<file path="src/rtl/status_shifter_pkg.sv">
package status_shifter_pkg;

    localparam int OPC_W  = 8;
    localparam int CNT_W  = $clog2(OPC_W);
    localparam int STAT_W = 8;
    localparam int IDX_W  = $clog2(STAT_W);

    typedef enum logic [1:0] {
        PH_OPC    = 2'd0,
        PH_ARMED  = 2'd1,
        PH_SHIFT  = 2'd2,
        PH_IGNORE = 2'd3
    } phase_e;

    typedef struct packed {
        phase_e             phase;
        logic [OPC_W-2:0]   hist;
        logic [CNT_W-1:0]   cnt;
        logic [IDX_W-1:0]   idx;
        logic               comp_cap;
        logic               sck_prev;
    } shf_state_t;

endpackage

</file>
<file path="src/rtl/status_sync.sv">
module status_sync #(
    parameter int            W       = 1,
    parameter int            STAGES  = 2,
    parameter logic [W-1:0]  RST_VAL = '0
) (
    input  logic         clk,
    input  logic         rst_n,
    input  logic [W-1:0] d,
    output logic [W-1:0] q
);
    logic [STAGES-1:0][W-1:0] stg_q;

    always_ff @(posedge clk or negedge rst_n) begin
        if (!rst_n) begin
            for (int s = 0; s < STAGES; s++) stg_q[s] <= RST_VAL;
        end else begin
            stg_q[0] <= d;
            for (int s = 1; s < STAGES; s++) stg_q[s] <= stg_q[s-1];
        end
    end

    assign q = stg_q[STAGES-1];
endmodule

</file>
<file path="src/rtl/status_opc_match.sv">
module status_opc_match #(
    parameter int                  OPC_W = 8,
    parameter int                  N     = 2,
    parameter logic [N*OPC_W-1:0]  CODES = {8'hD7, 8'h57}
) (
    input  logic [OPC_W-1:0] opc,
    output logic             hit
);
    logic [N-1:0] hits;

    for (genvar k = 0; k < N; k++) begin : g_code
        assign hits[k] = (opc == CODES[k*OPC_W +: OPC_W]);
    end

    assign hit = |hits;
endmodule

</file>
<file path="src/rtl/status_byte_fmt.sv">
module status_byte_fmt #(
    parameter int                STAT_W  = 8,
    parameter int                DENS_W  = 4,
    parameter int                IDX_W   = $clog2(STAT_W),
    parameter logic [DENS_W-1:0] DENSITY = 4'b1011
) (
    input  logic             ready,
    input  logic             comp,
    input  logic [IDX_W-1:0] idx,
    output logic             bit_o
);
    localparam int RSV_W = STAT_W - 2 - DENS_W;

    logic [STAT_W-1:0] stat_byte;

    assign stat_byte = {ready, comp, DENSITY, {RSV_W{1'b0}}};
    assign bit_o     = stat_byte[idx];
endmodule

</file>
<file path="src/rtl/status_shifter.sv">
module status_shifter
    import status_shifter_pkg::*;
#(
    parameter int                  SYNC_STAGES  = 2,
    parameter int                  N_STAT_OPC   = 2,
    parameter logic [N_STAT_OPC*OPC_W-1:0] STAT_OPCODES = {8'hD7, 8'h57},
    parameter int                  DENS_W       = 4,
    parameter logic [DENS_W-1:0]   DENSITY      = 4'b1011
) (
    input  logic clk,
    input  logic rst_n,
    input  logic cs_n,
    input  logic sck,
    input  logic si,
    input  logic busy,
    input  logic cmp_diff,
    output logic so,
    output logic so_oe
);
    localparam logic [CNT_W-1:0] LAST_OPC_BIT = CNT_W'(OPC_W - 1);
    localparam logic [IDX_W-1:0] TOP_BIT      = IDX_W'(STAT_W - 1);

    // pin synchronisers: cs idles high
    logic       cs_s, sck_s, si_s, busy_s, cmp_s;
    logic       rise, fall, hit, stat_bit;
    logic [OPC_W-1:0] opc_next;
    shf_state_t q, d;

    status_sync #(.W(3), .STAGES(SYNC_STAGES), .RST_VAL(3'b100)) u_pin_sync (
        .clk   (clk),
        .rst_n (rst_n),
        .d     ({cs_n, sck, si}),
        .q     ({cs_s, sck_s, si_s})
    );

    status_sync #(.W(2), .STAGES(SYNC_STAGES), .RST_VAL(2'b00)) u_flag_sync (
        .clk   (clk),
        .rst_n (rst_n),
        .d     ({busy, cmp_diff}),
        .q     ({busy_s, cmp_s})
    );

    assign rise     = sck_s & ~q.sck_prev;
    assign fall     = ~sck_s & q.sck_prev;
    assign opc_next = {q.hist, si_s};

    status_opc_match #(.OPC_W(OPC_W), .N(N_STAT_OPC), .CODES(STAT_OPCODES)) u_match (
        .opc (opc_next),
        .hit (hit)
    );

    always_comb begin
        d          = q;
        d.sck_prev = sck_s;
        if (cs_s) begin
            d.phase = PH_OPC;
            d.hist  = '0;
            d.cnt   = '0;
            d.idx   = TOP_BIT;
        end else begin
            unique case (q.phase)
                PH_OPC: begin
                    if (rise) begin
                        d.hist = opc_next[OPC_W-2:0];
                        d.cnt  = q.cnt + 1'b1;
                        if (q.cnt == LAST_OPC_BIT) begin
                            d.phase = hit ? PH_ARMED : PH_IGNORE;
                        end
                    end
                end
                PH_ARMED: begin
                    if (fall) begin
                        d.phase    = PH_SHIFT;
                        d.idx      = TOP_BIT;
                        d.comp_cap = cmp_s;
                    end
                end
                PH_SHIFT: begin
                    if (fall) begin
                        if (q.idx == '0) begin
                            d.idx      = TOP_BIT;
                            d.comp_cap = cmp_s;
                        end else begin
                            d.idx = q.idx - 1'b1;
                        end
                    end
                end
                default: d.phase = PH_IGNORE;
            endcase
        end
    end

    always_ff @(posedge clk or negedge rst_n) begin
        if (!rst_n) begin
            q.phase    <= PH_OPC;
            q.hist     <= '0;
            q.cnt      <= '0;
            q.idx      <= TOP_BIT;
            q.comp_cap <= 1'b0;
            q.sck_prev <= 1'b0;
        end else begin
            q <= d;
        end
    end

    status_byte_fmt #(
        .STAT_W (STAT_W),
        .DENS_W (DENS_W),
        .IDX_W  (IDX_W),
        .DENSITY(DENSITY)
    ) u_fmt (
        .ready (~busy_s),
        .comp  (q.comp_cap),
        .idx   (q.idx),
        .bit_o (stat_bit)
    );

    assign so_oe = (q.phase == PH_SHIFT);
    assign so    = so_oe & stat_bit;

    // views for the bound checker
    phase_e           phase_q;
    logic [IDX_W-1:0] idx_q;
    logic             comp_q;
    assign phase_q = q.phase;
    assign idx_q   = q.idx;
    assign comp_q  = q.comp_cap;

endmodule

</file>
<file path="config.mk">
export PLATFORM = sky130hd
export DESIGN_NAME = status_shifter
export DESIGN_NICKNAME = d
export VERILOG_FILES = /design/src/rtl/status_shifter_pkg.sv /design/src/rtl/status_sync.sv /design/src/rtl/status_opc_match.sv /design/src/rtl/status_byte_fmt.sv /design/src/rtl/status_shifter.sv
export SDC_FILE = /design/constraint.sdc
export NUM_CORES = 1
export LEC_CHECK = 0
export BUFFER_PORTS_ARGS = -buffer_cell sky130_fd_sc_hd__buf_4
export CAP_MARGIN = 30
export CELL_PAD_IN_SITES_DETAIL_PLACEMENT = 0
export CELL_PAD_IN_SITES_GLOBAL_PLACEMENT = 1
export CORE_MARGIN = 8
export CORE_UTILIZATION = 50
export DETAILED_ROUTE_END_ITERATION = 10
export PLACE_DENSITY = 0.78
export SLEW_MARGIN = 5
export SYNTH_ARGS = -nofsm -noshare
export SYNTH_HDL_FRONTEND = slang
export SYNTH_SLANG_ARGS = --single-unit
</file>
<file path="constraint.sdc">
create_clock -name clk -period 3.7 [get_ports clk]
set_clock_uncertainty 0.2 [all_clocks]
set_input_delay 0.555 -clock clk [delete_from_list [all_inputs] [get_ports clk]]
set_output_delay 0.555 -clock clk [all_outputs]
set_load 0.1 [all_outputs]
</file>
Yosys cells after proc, flatten, opt, wreduce, memory -nomap -nowiden

Index checks and enable logic that the tools add are counted.

Flip-flop bits (word level): 27
Logic and storage cells: 58

Add/subtract/negate cells: 2
Order comparisons: 1
Eq/ne operators: 13
Muxes and demuxes: 14
Bitwise operators: 7
Reductions and logical operators: 11

Operators by type and width:

| kind                                                                         | number |
|---|---|
| 15-bit 2-to-1 mux                                                            | 1 |
| 12-bit 2-to-1 mux                                                            | 1 |
| 10-bit 2-to-1 mux                                                            | 1 |
| 3-bit by 2-bit inequality test with 1-bit output, second input constant      | 3 |
| 8-bit by 7-bit equality test with 1-bit output, second input constant        | 1 |
| 8-bit equality test, second input constant                                   | 1 |
| 4-bit 2-to-1 mux                                                             | 2 |
| 4-bit one-hot mux with 2 select lines                                        | 1 |
| 2-bit 2-to-1 mux                                                             | 3 |
| 2-bit by 1-bit inequality test with 1-bit output, second input constant      | 3 |
| 2-bit one-hot mux with 3 select lines                                        | 1 |
| 2-bit nonzero test                                                           | 3 |
| 5-bit AND reduction                                                          | 1 |
| 3-bit by 4-bit less-than comparator with 1-bit output, second input constant | 1 |
| 1-bit NOT                                                                    | 4 |
| 4-bit AND reduction                                                          | 1 |
| 3-bit by 1-bit adder with 3-bit output, second input constant                | 1 |
| 1-bit AND                                                                    | 3 |
| 1-bit binary-select mux with 3-bit select                                    | 1 |
| 3-bit equality test, second input constant                                   | 1 |
| 3-bit logical NOT                                                            | 1 |
| 3-bit 2-to-1 mux                                                             | 1 |
| 3-bit by 1-bit inequality test with 1-bit output, second input constant      | 1 |
| 3-bit AND reduction                                                          | 1 |
| 9 further kinds                                                              | 10 |

Depth between registers and ports, before layout

Gate-level depths: netlist of the first run.

Depth in word-level cells: 7
Depth in mapped cells: 6
Depth with buffers taken out: 6

Hierarchy

From an unflattened synthesis of the first run, not the netlist that was laid out.

Cells, all modules: 105
Area total of the unflattened synthesis: 1251.2 um2

Modules (own cells, without submodules):

| module                    | instances | cells an instance | area an instance (um2) | sequential area each (um2) |
|---|---|---|---|---|
| status_shifter            | 1         | 82                | 905.9                  | 429.2 |
| status_sync (u_pin_sync)  | 1         | 9                 | 175.2                  | 152.6 |
| status_sync (u_flag_sync) | 1         | 6                 | 115.1                  | 100.1 |
| status_byte_fmt           | 1         | 5                 | 32.5                   | 0.0 |
| status_opc_match          | 1         | 3                 | 22.5                   | 0.0 |

Worst setup path after synthesis of the first run

Ideal clock, no wire load.

Kind: register to output
From: register q (netlist bit phase_q[0])
To: output port so
Data arrival time: 2.186 ns
Required time: 2.945 ns
Slack: 0.759 ns
Cell stages (with the launch flop): 4
Path buffers: 0
Cells stage by stage: dfrtp_1 inv_1 ha_1 o21a_1

Cells in the longest elaborated chain, start to end: 2

RTL lines:

| what                | line                  | source |
|---|---|---|
| from (decl)         | status_shifter.sv:27  | `shf_state_t q, d;` |
| 2-bit equality test | status_shifter.sv:118 | `assign so_oe = (q.phase == PH_SHIFT);` |
| via so_oe           | status_shifter.sv:18  | `output logic so_oe` |
| 1-bit AND           | status_shifter.sv:119 | `assign so = so_oe & stat_bit;` |
| to (decl)           | status_shifter.sv:17  | `output logic so,` |

The timed path passes the listed nets, and every way through them passes these cells.

Worst setup path in the final report of the first run

From: register idx_q[0] (netlist name)
To: output port so

Cells in the longest elaborated chain, start to end: 3

RTL lines:

| what                                      | line                  | source |
|---|---|---|
| 1-bit binary-select mux with 3-bit select | status_byte_fmt.sv:17 | `assign bit_o = stat_byte[idx];` |
| 1-bit 2-to-1 mux (not written as such)    | status_byte_fmt.sv:17 |  |
| 1-bit AND                                 | status_shifter.sv:119 |  |

Every way passes these cells. The select of a mux whose other input is x is not followed.

==> results of run 1 <==
report_power, final:
part	internal, mW	total (mW)	switching (mW)
clock	0.0600	0.135	0.0747
sequential	0.318	0.337	0.0194
combinational	0.117	0.302	0.185
total	0.495	0.774	0.279
layout make-up:
| cell class | instances | area, um^2 |
|---|---|---|
| multi-input cells | 56 | 442 |
| clock buffers | 4 | 36.3 |
| fillers | 200 | 911 |
| well taps | 28 | 35.0 |
| flip-flops and latches | 26 | 657 |
| inverters | 5 | 18.8 |
| repair buffers | 9 | 70.1 |
cell families (layout without fill, tap and decap cells):
group | count (synthesis) | after routing
mux | 9 | 9
flops | 26 | 26
simple gates | 27 | 27
compound gates | 12 | 12
buf+inv | 8 | 18
fa+ha+maj | 7 | 7
xor+xnor | 1 | 1
flip-flops by register name, indices dropped and copies added (netlist names), 2 cells and up:
register / cells
idx_q: 3
opc_next: 6
phase_q: 2
q: 4
u_flag_sync.q: 2
u_flag_sync.stg_q: 2
u_pin_sync.q: 3
u_pin_sync.stg_q: 3
worst max-delay path: cells and delay by family, from the launching register on:
family | cells | cell delay [ps]
buf+inv | 2 | 360
flops | 1 | 560
compound gates | 2 | 360
what timing repair did:
item                                   4_1_cts  5_1_grt
hold buffers                                 1        0
gates resized for setup                      0        0
endpoints found under the hold margin       21        0
worst max path at each step:
| stage | cells after the start | end | slack (ps) |
|---|---|---|---|
| after global routing | 4 | so | 1270 |
| final | 4 | so | 1360 |
| after detailed placement | 6 | comp_q | 1630 |
| after global placement | 6 | comp_q | 1680 |
| after floorplan | 3 | so | 760 |
| after CTS | 4 | so | 1350 |
cell usage in the layout (no fill, tap or decap), drive strengths merged, types with 2 or more instances in the layout:
master   n
dfrtp   21
nor2    12
mux2i    8
buf      8
ha       7
inv      5
dfstp    5
clkbuf   4
a211oi   3
o21bai   3
a21oi    2
nor3     2
nand4b   2
nor4     2
and3     2
a21boi   2
metal layers:
layer / GRT usage, % / vias up / part of all wire, %
met5: 0 / - / 0
met4: 4.18 / 0 / 0.85
met3: 2.30 / 2 / 3.2
met2: 14.1 / 12 / 44
met1: 11.5 / 318 / 52
li1: - / 332 / -
stage by stage:
stage                     instances  total power, mW  util (%)  hold slack (ps)
after global routing            128            0.828      58.0              119
after global placement          123            0.641      55.9              132
final                           128            0.774      58.0              139
after floorplan                  90            0.586         -             59.4
after CTS                       128            0.784      58.0              128
after detailed placement        123            0.645      55.9              136
==> impl_results.md, run 1 <==
- Critical path origin: idx_q[0]
- Global route overflow: 0
- Total Wirelength: 1650 um
- Xor and xnor area share after synthesis: 0.775%
- Yosys cell types: 28
- CTS root buf: clkbuf_4
- Seq cells post-synth: 26
- Via count: 664
- Pleak: 0.660 nW
- Final setup violation count: 0
- Reg-to-Reg End: comp_q
- Critical R2R Launch: phase_q[0]
- Slew headroom: 61.2%
- Hold Path Depth: 1
- Final worst-path cycle share: 63.3%
- Compound-Gate Fraction of Synth Area: 8.64%
- Mapped Nets: 104
- Top-area cell type share of the netlist area: 46.5%
- Final WS setup: 1360 ps
- WL/cell: 12.9 um
- Syn-to-layout area delta: 11.4%
- Multiplexer share of the synthesized area: 8.08%
- Largest area contributor in the netlist: dfrtp_1
- First-pass GRT wire length: 3040 um
- Async SR Flop Fraction: 100%
- Post-CTS Setup Inserts: 0
- Starting DRT DRC Count: 25
- Largest cells by area after synthesis: dfrtp_1 47%, dfstp_2 12%, ha_1 7.8%, mux2i_1 7.1%, nor2_1 4.0%
- Die area: 0.00404 mm^2
- I/O pins: 9
- Initial core utilization: 52.1%
- Synth Cell Area: 0.00113 mm^2
- CP Class: register to output pin
- DRT Pass-1 Iters: 4
- VDD IR max: 0.358 mV
- CP Launch Type: register
- # diodes: 0
- H-tree depth: 1
- Placed inst area: 0.00121 mm^2
- Reg2Reg Depth: 6
- CTS tree: done
- CP max stage cell: dfstp_2
- Simple-Gate Fraction of Synth Area: 13.8%
- Syn. warnings: 0
- Crit. End Element: output pin
- Post-Syn Instances: 90
- Final Hold Viols: 0
- CP max FO: 4
- CP Cell Sequence: inv_1 -> a211oi_1 -> o21a_1 -> buf_4
- Worst-skew pair later-pin latency: 310 ps
- Cell with the most instances after synthesis: dfrtp_1
- Clk sinks: 26
- RSZ-0062 raised after global routing: no
- Top post-synthesis cells by count: 21 x dfrtp_1, 12 x nor2_1, 8 x mux2i_1
- Fin crit period: 2340 ps
- Max Clk Rate: 427 MHz
- Adder-Cell Fraction of Synth Area: 7.75%
- Vias in the first global route: 694
- EDFF count, synth: 0
- Die H: 63.5 um
- Sequential area share after synthesis: 58.1%
- Remaining DRCs: 0
- Required @ worst endpoint: 2940 ps
- Detail Placement HPWL: 1190 um
- I/O Buffers: 8
- CTS clk-pin slew, worst paths: 130 ps
- Hold_sp: cs_n
- Total global-route track usage: 9.08%
- Antenna violations before repair: 0
- Pre-CTS WS: 1630 ps
- Area of the core: 0.00217 mm^2
- Status: finished clean
- Largest net degree at the start of global routing: 27
- Max-Cap Viols: 0
- Post-DRT Antenna Nets: 0
- Design Area, Final: 0.00126 mm^2
- # rows: 17
- Die X: 63.5 um
- Syn_area_per_cell: 12.6 um^2
- Hold WC Path Type: primary input to register
- Worst slew pin tran: 580 ps
- Ys flop type: dfrtp_1
- Setup_tns: 0 ps
- Slew Viols, Final: 0
- Slowest stage delay, CP: 560 ps
- Number of vias per cell: 5.19
- Layout cells sized above 1: 20.0%
- Max Root-Sink Buffers: 2
- Hold Path End: u_pin_sync.stg_q[2]
- Largest family of logic cells by synthesized area: simple AND/OR/NAND/NOR gates
- Power per cell area: 615 mW/mm^2
- Worst EP arrival: 1590 ps
- FF-to-FF setup slack: 1620 ps
- Inserted Clock Buffers: 3
- RD Place Congestion: 0.813
- NumNets Final: 115
Power figures use the tool's default switching activity.
==> run 2, diff against run 1 <==
--- a/config.mk
+++ b/config.mk
@@ -10,9 +10,9 @@
 export CELL_PAD_IN_SITES_DETAIL_PLACEMENT = 0
 export CELL_PAD_IN_SITES_GLOBAL_PLACEMENT = 1
 export CORE_MARGIN = 8
-export CORE_UTILIZATION = 50
+export CORE_UTILIZATION = 42
 export DETAILED_ROUTE_END_ITERATION = 10
-export PLACE_DENSITY = 0.78
+export PLACE_DENSITY = 0.69
 export SLEW_MARGIN = 5
 export SYNTH_ARGS = -nofsm -noshare
 export SYNTH_HDL_FRONTEND = slang
==> constraint.sdc (replaced) <==
create_clock -name clk -period 2.1 [get_ports clk]
set_clock_uncertainty 0.2 [all_clocks]
set_input_delay 0.315 -clock clk [delete_from_list [all_inputs] [get_ports clk]]
set_output_delay 0.315 -clock clk [all_outputs]
set_load 0.1 [all_outputs]
==> run 2 against run 1 <==
Wire length rose by 12%. Power rose by 84%. Setup slack lost 1300 ps. Hold slack better by 24 ps. Cell count rose by 7.8%. Sequential share of layout area decreased by 3.5 points. Critical path depth grew 1. Core utilization shrank 7.4 points. Largest cell class unchanged. Largest power group is now combinational cells.
==> impl_results.md, run 2 (synthesized netlist as in run 1, its figures left out) <==
- Status: finished clean
- Leading cell type in the layout, fill and taps excluded: dfrtp_1
- I/O pins: 9 (unchanged)
- Most Crowded Layer GR: met2
- Total global-route track usage: 9.28% (+0.19 points)
- Placed Instances: 128 (+4.1%)
- CP Class: register to output pin
- Die X: 67.9 um (+6.8%)
- Detail Placement HPWL: 1280 um (+7.5%)
- Placed inst area: 0.00124 mm^2 (+2.7%)
- CTS clk-pin slew, worst paths: 120 ps (about the same)
- # diodes: 0 (unchanged)
- Grt met3 use: 2.78% (+0.49 points)
- H-tree depth: 1 (unchanged)
- Critical R2R Launch: phase_q[1]
- Antenna violations before repair: 0 (unchanged)
- Number of vias per cell: 5.17 (-0.26%)
- Die area: 0.00461 mm^2 (+14%)
- # rows: 19 (+2)
- Critical Path Stages: 5 (+1)
- Met1 GRT Util: 11.7% (+0.16 points)
- Worst EP arrival: 1520 ps (-70 ps)
- Reg-to-Reg End: comp_q
- Hold WC Path Type: register to register
- Worst setup endpoint: so
- Global route overflow: 0 (unchanged)
- RSZ-0062 raised after global routing: no
- Clk sinks: 26 (unchanged)
- Setup_tns: 0 ps (unchanged)
- Area of the core: 0.00266 mm^2 (+23%)
- Crit path buffers/inverters: 2 (unchanged)
- Power, Total: 1.42 mW (+84%)
- CP max FO: 4 (unchanged)
- Starting DRT DRC Count: 16 (-36%)
- Post-DRT Antenna Nets: 0 (unchanged)
- Die H: 67.9 um (+6.8%)
- Slew headroom: 78.5% (+17 points)
- DRT Pass-1 Iters: 4 (unchanged)
- Crit. End Element: output pin
- Largest net degree at the start of global routing: 27 (unchanged)
- CP Launch Type: register
- Via count: 714 (+7.5%)
- Design Area, Final: 0.00135 mm^2 (+7.2%)
- Non-Filler Instances: 138 (+7.8%)
- Slew Viols, Final: 0 (unchanged)
- Final worst-path cycle share: 96.8%
- Critical path origin: idx_q[2]
- Remaining DRCs: 0 (unchanged)
- Layout cells sized above 1: 23.4% (+3.4 points)
- Critical path's top delay family: flip-flops
- Max Root-Sink Buffers: 2 (unchanged)
- First-pass GRT wire length: 3240 um (+6.6%)
- Max Clk Rate: 492 MHz
- Commonest cells after routing, fill and taps aside: 21 x dfrtp_1, 12 x nor2_1, 9 x buf_4, 8 x mux2i_1
- Required @ worst endpoint: 1580 ps (-1360 ps)
- Fin crit period: 2030 ps
- CTS tree: done
- I/O Buffers: 8 (unchanged)
- M2 GR Usage: 14.2% (+0.13 points)
- Max-Cap Viols: 0 (unchanged)
- Hold Path Depth: 0 (-1)
- Vias in the first global route: 721 (+3.9%)
- Syn-to-layout area delta: 19.4%
- Reg2Reg Depth: 6 (unchanged)
- WL/cell: 13.4 um (+4.1%)
- Fill cell count: 261 (+31%)
- Post-CTS Setup Inserts: 0 (unchanged)
- Final Hold Viols: 0 (unchanged)
- Slowest stage delay, CP: 570 ps (about the same)
- CP Cell Sequence: inv_1 -> a21oi_1 -> nor2_1 -> o21a_2 -> buf_12
- Final setup violation count: 0 (unchanged)
- NumNets Final: 122 (+6.1%)
- Max reg flops: 6 (unchanged)
- CTS root buf: clkbuf_4
- Worst slew pin tran: 323 ps (-257 ps)
- Total Wirelength: 1850 um (+12%)
- CP max stage cell: dfstp_2
- Pleak: 0.687 nW (+4.2%)
- Initial core utilization: 42.4% (-9.6 points)
- VDD IR max: 0.857 mV (+140%)
- Power per cell area: 1060 mW/mm^2 (+72%)
- Worst-skew pair later-pin latency: 310 ps (about the same)
- Inserted Clock Buffers: 3 (unchanged)
- RD Place Congestion: 0.742 (-8.8%)
- Core Util, Final: 50.7% (-7.4 points)
- FF-to-FF setup slack: 140 ps (-1480 ps)
## run 2: cell count changes in the layout (fill, tap and decap cells not counted), sizes merged
cell         before  now
buf               8   10
dlygate4sd3       1    6
## run 2: area by class of cell
class                   count  area [um^2]  area share [%]
inverters                   5         18.8            1.39
multi-input cells          56          460            34.1
flip-flops and latches     26          657            48.7
repair buffers             16          148            10.9
well taps                  31         38.8            2.88
clock buffers               4         26.3            1.95
## run 2: what timing repair did
| action | CTS | global route |
|---|---|---|
| gates resized for setup | 1 | 4 |
| hold buffers | 6 | 0 |
| pin swaps | 0 | 1 |
| endpoints found under the setup margin | 1 | 1 |
| endpoints found under the hold margin | 31 | 0 |
| gates cloned | 0 | 0 |
## run 2: how the worst min path moves through the flow
stage / slack (ps) / startpoint / end
after floorplan: -180 / rst_n / comp_q
after global placement: 40 / rst_n / phase_q[1]
after detailed placement: 40 / rst_n / phase_q[0]
after CTS: 170 / u_flag_sync.stg_q[0] / u_flag_sync.q[0]
after global routing: 170 / u_pin_sync.stg_q[2] / u_pin_sync.q[2]
final: 160 / u_flag_sync.stg_q[0] / u_flag_sync.q[0]
## run 2: where the power goes
group,switching [mW],leakage (nW),internal [mW]
Combinational,0.347,0.352,0.268
Clock,0.137,0.0150,0.0741
Sequential,0.0389,0.320,0.560
Total,0.523,0.687,0.902
## run 2: through the flow
| step | setup slack [ps] | hold WS [ps] |
|---|---|---|
| after floorplan | 91.7 | -181 |
| final | 68.2 | 163 |
| after detailed placement | 161 | 44.3 |
| after CTS | 26.9 | 168 |
| after global placement | 227 | 41.8 |
| after global routing | 11.9 | 172 |
## run 2: per-layer routing
| layer | share of wire (%) | vias to the layer above |
|---|---|---|
| met5 | 0 | - |
| met1 | 51 | 347 |
| li1 | - | 353 |
| met2 | 44 | 10 |
| met4 | 2.0 | 0 |
| met3 | 3.7 | 4 |
==> run 3, diff against run 2 <==
--- a/config.mk
+++ b/config.mk
@@ -11,6 +11,7 @@
 export CELL_PAD_IN_SITES_GLOBAL_PLACEMENT = 1
 export CORE_MARGIN = 8
 export CORE_UTILIZATION = 42
+export CTS_BUF_LIST = sky130_fd_sc_hd__clkbuf_8 sky130_fd_sc_hd__clkbuf_16
 export DETAILED_ROUTE_END_ITERATION = 10
 export PLACE_DENSITY = 0.69
 export SLEW_MARGIN = 5
==> run 3 against run 2 <==
Core utilization is 0.19 points higher. Count of clock-buffer cells in the layout fell by 1. Non-clock buffer count did not move. Setup slack improved by 45 ps. Design area grew 0.37%. Global-route usage decreased by 0.23 points. Combinational power is 3% lower. Flip-flop and latch count did not move. Sequential share of layout area decreased by 0.18 points. Register-to-register slack improved by 30 ps. Power rose by 3.0%. Maximum frequency grew 2.3%. Critical path type unchanged. Largest cell class unchanged.
==> impl_results.md, run 3 (synthesized netlist as in run 1, its figures left out) <==
- Detail Placement HPWL: 1280 um (unchanged)
- Hold Path Depth: 0 (unchanged)
- # rows: 19 (unchanged)
- Core Util, Final: 50.8% (+0.19 points)
- I/O Buffers: 8 (unchanged)
- Final setup violation count: 0 (unchanged)
- Remaining DRCs: 0 (unchanged)
- Largest net degree at the start of global routing: 27 (unchanged)
- Area of the core: 0.00266 mm^2 (unchanged)
- Power, Total: 1.47 mW (+3.0%)
- CP Launch Type: register
- Starting DRT DRC Count: 21 (+5)
- Max Clk Rate: 503 MHz (+2.3%)
- Initial core utilization: 42.4% (unchanged)
- Number of vias per cell: 5.16 (-0.28%)
- Required @ worst endpoint: 1580 ps (about the same)
- CP max stage cell: dfstp_2
- Critical path's top delay family: flip-flops
- Slew Viols, Final: 0 (unchanged)
- Crit path buffers/inverters: 2 (unchanged)
- Clk sinks: 26 (unchanged)
- Critical R2R Launch: phase_q[1]
- Design Area, Final: 0.00135 mm^2 (+0.37%)
- CTS root buf: clkbuf_8
- Inserted Clock Buffers: 3 (unchanged)
- Final Hold Viols: 0 (unchanged)
- Slowest stage delay, CP: 540 ps (-30 ps)
- Max Root-Sink Buffers: 2 (unchanged)
- NumNets Final: 122 (unchanged)
- Max reg flops: 6 (unchanged)
- Power per cell area: 1080 mW/mm^2 (+2.6%)
- Layout cells sized above 1: 21.5% (-1.9 points)
- Worst-skew pair later-pin latency: 260 ps (-50 ps)
- I/O pins: 9 (unchanged)
- Commonest cells after routing, fill and taps aside: 21 x dfrtp_1, 12 x nor2_1, 9 x buf_4, 8 x mux2i_1
- Switching share of power: 35.5% (-1.2 points)
- Leading cell type in the layout, fill and taps excluded: dfrtp_1
- DRT Pass-1 Iters: 2 (-2)
- Non-Filler Instances: 138 (unchanged)
- CP Class: register to output pin
- Post-DRT Antenna Nets: 0 (unchanged)
- Fill cell count: 259 (-0.77%)
- Max-Cap Viols: 0 (unchanged)
- Worst slew pin tran: 322 ps (-0.705 ps)
- WL/cell: 13.2 um (-1.8%)
- Die H: 67.9 um (unchanged)
- First-pass GRT wire length: 3190 um (-1.3%)
- Die X: 67.9 um (unchanged)
- Hold_sp: u_flag_sync.stg_q[0]
- Reg-to-Reg End: comp_q
- RSZ-0062 raised after global routing: no
- Final worst-path cycle share: 94.6% (-2.2 points)
- Switching power: 0.521 mW (-0.30%)
- Slew headroom: 78.5% (about the same)
- Fin crit period: 1990 ps (-45.3 ps)
- Reg2Reg Depth: 6 (unchanged)
- Die area: 0.00461 mm^2 (unchanged)
- Int Pwr: 0.946 mW (+4.8%)
- RD Place Congestion: 0.742 (unchanged)
- CP max FO: 4 (unchanged)
- Antenna violations before repair: 0 (unchanged)
- Combinational Power Share: 40.8% (-2.4 points)
- Setup_tns: 0 ps (unchanged)
- Sequential power share: 40.7% (-1.3 points)
- Clock network power share: 18.4% (+3.6 points)
- Status: finished clean
- CP Cell Sequence: inv_1 -> a21oi_1 -> nor2_1 -> o21a_2 -> buf_6
- Hold WC Path Type: register to register
- Vias in the first global route: 719 (-0.28%)
- Worst EP arrival: 1470 ps (-50 ps)
- Pleak: 0.698 nW (+1.5%)
- FF-to-FF setup slack: 170 ps (+30 ps)
- Total global-route track usage: 9.05% (-0.23 points)
- Placed Instances: 128 (unchanged)
- Crit. End Element: output pin
- CTS clk-pin slew, worst paths: 80 ps (-40 ps)
- H-tree depth: 1 (unchanged)
- Syn-to-layout area delta: 19.8%
- Hold Path End: u_flag_sync.q[0]
- Global route overflow: 0 (unchanged)
- CTS tree: done
- Via count: 712 (-0.28%)
- Post-CTS Setup Inserts: 0 (unchanged)
- # diodes: 0 (unchanged)
- Placed inst area: 0.00124 mm^2 (unchanged)
- VDD IR max: 0.844 mV (-1.5%)
- Total Wirelength: 1820 um (-1.8%)
## run 3: worst max-delay path by stage
stage | from | endpoint | slack [ps] | depth (start not counted)
detailed placement | phase_q[1] | comp_q | 160 | 6
finish | idx_q[0] | so | 110 | 5
global placement | phase_q[1] | comp_q | 230 | 6
floorplan | phase_q[0] | comp_q | 90 | 6
CTS | idx_q[0] | so | 50 | 4
global route | idx_q[0] | so | 40 | 4
## run 3: final cells by class
cell class / count / area, um^2 / area share (%)
well taps: 31 / 38.8 / 2.87
multi-input cells: 56 / 455 / 33.6
inverters: 5 / 18.8 / 1.39
flip-flops and latches: 26 / 657 / 48.5
repair buffers: 16 / 139 / 10.3
clock buffers: 3 / 41.3 / 3.05
clock inverters: 1 / 3.75 / 0.277
## run 3: per-stage QoR
step | hold slack (ps) | setup WS, ps
floorplan | -181 | 91.7
global placement | 41.8 | 227
detailed placement | 44.3 | 161
CTS | 157 | 51.8
global route | 163 | 41.2
finish | 153 | 113
## run 3: routing by layer
layer / routed length [um] / vias up / track usage, %
li1: - / 352 / -
met1: 919 / 350 / 11.4
met2: 810 / 8 / 14.4
met3: 67 / 2 / 2.78
met4: 19 / 0 / 3.07
met5: 0 / - / 0
## run 3: repair_timing
action / 4_1_cts / 5_1_grt
hold endpoints to repair: 26 / 0
gates resized for setup: 0 / 1
hold buffers: 6 / 0
endpoints found under the setup margin: 0 / 1
## run 3: power by group through the flow
stage / combinational (mW) / clock, mW / sequential [mW]
final: 0.599 / 0.271 / 0.597
after global routing: 0.652 / 0.302 / 0.606
after CTS: 0.599 / 0.288 / 0.599
after detailed placement: 0.587 / 0 / 0.609
after global placement: 0.580 / 0 / 0.606
after floorplan: 0.468 / 0 / 0.595
## run 3: worst register-to-register path, cell delays in order, from the launching register on
cell	delay, ps
dfrtp_1	390
inv_1	90
ha_1	230
or2_4	260
a21boi_4	150
nor3b_2	170
mux2_1	330
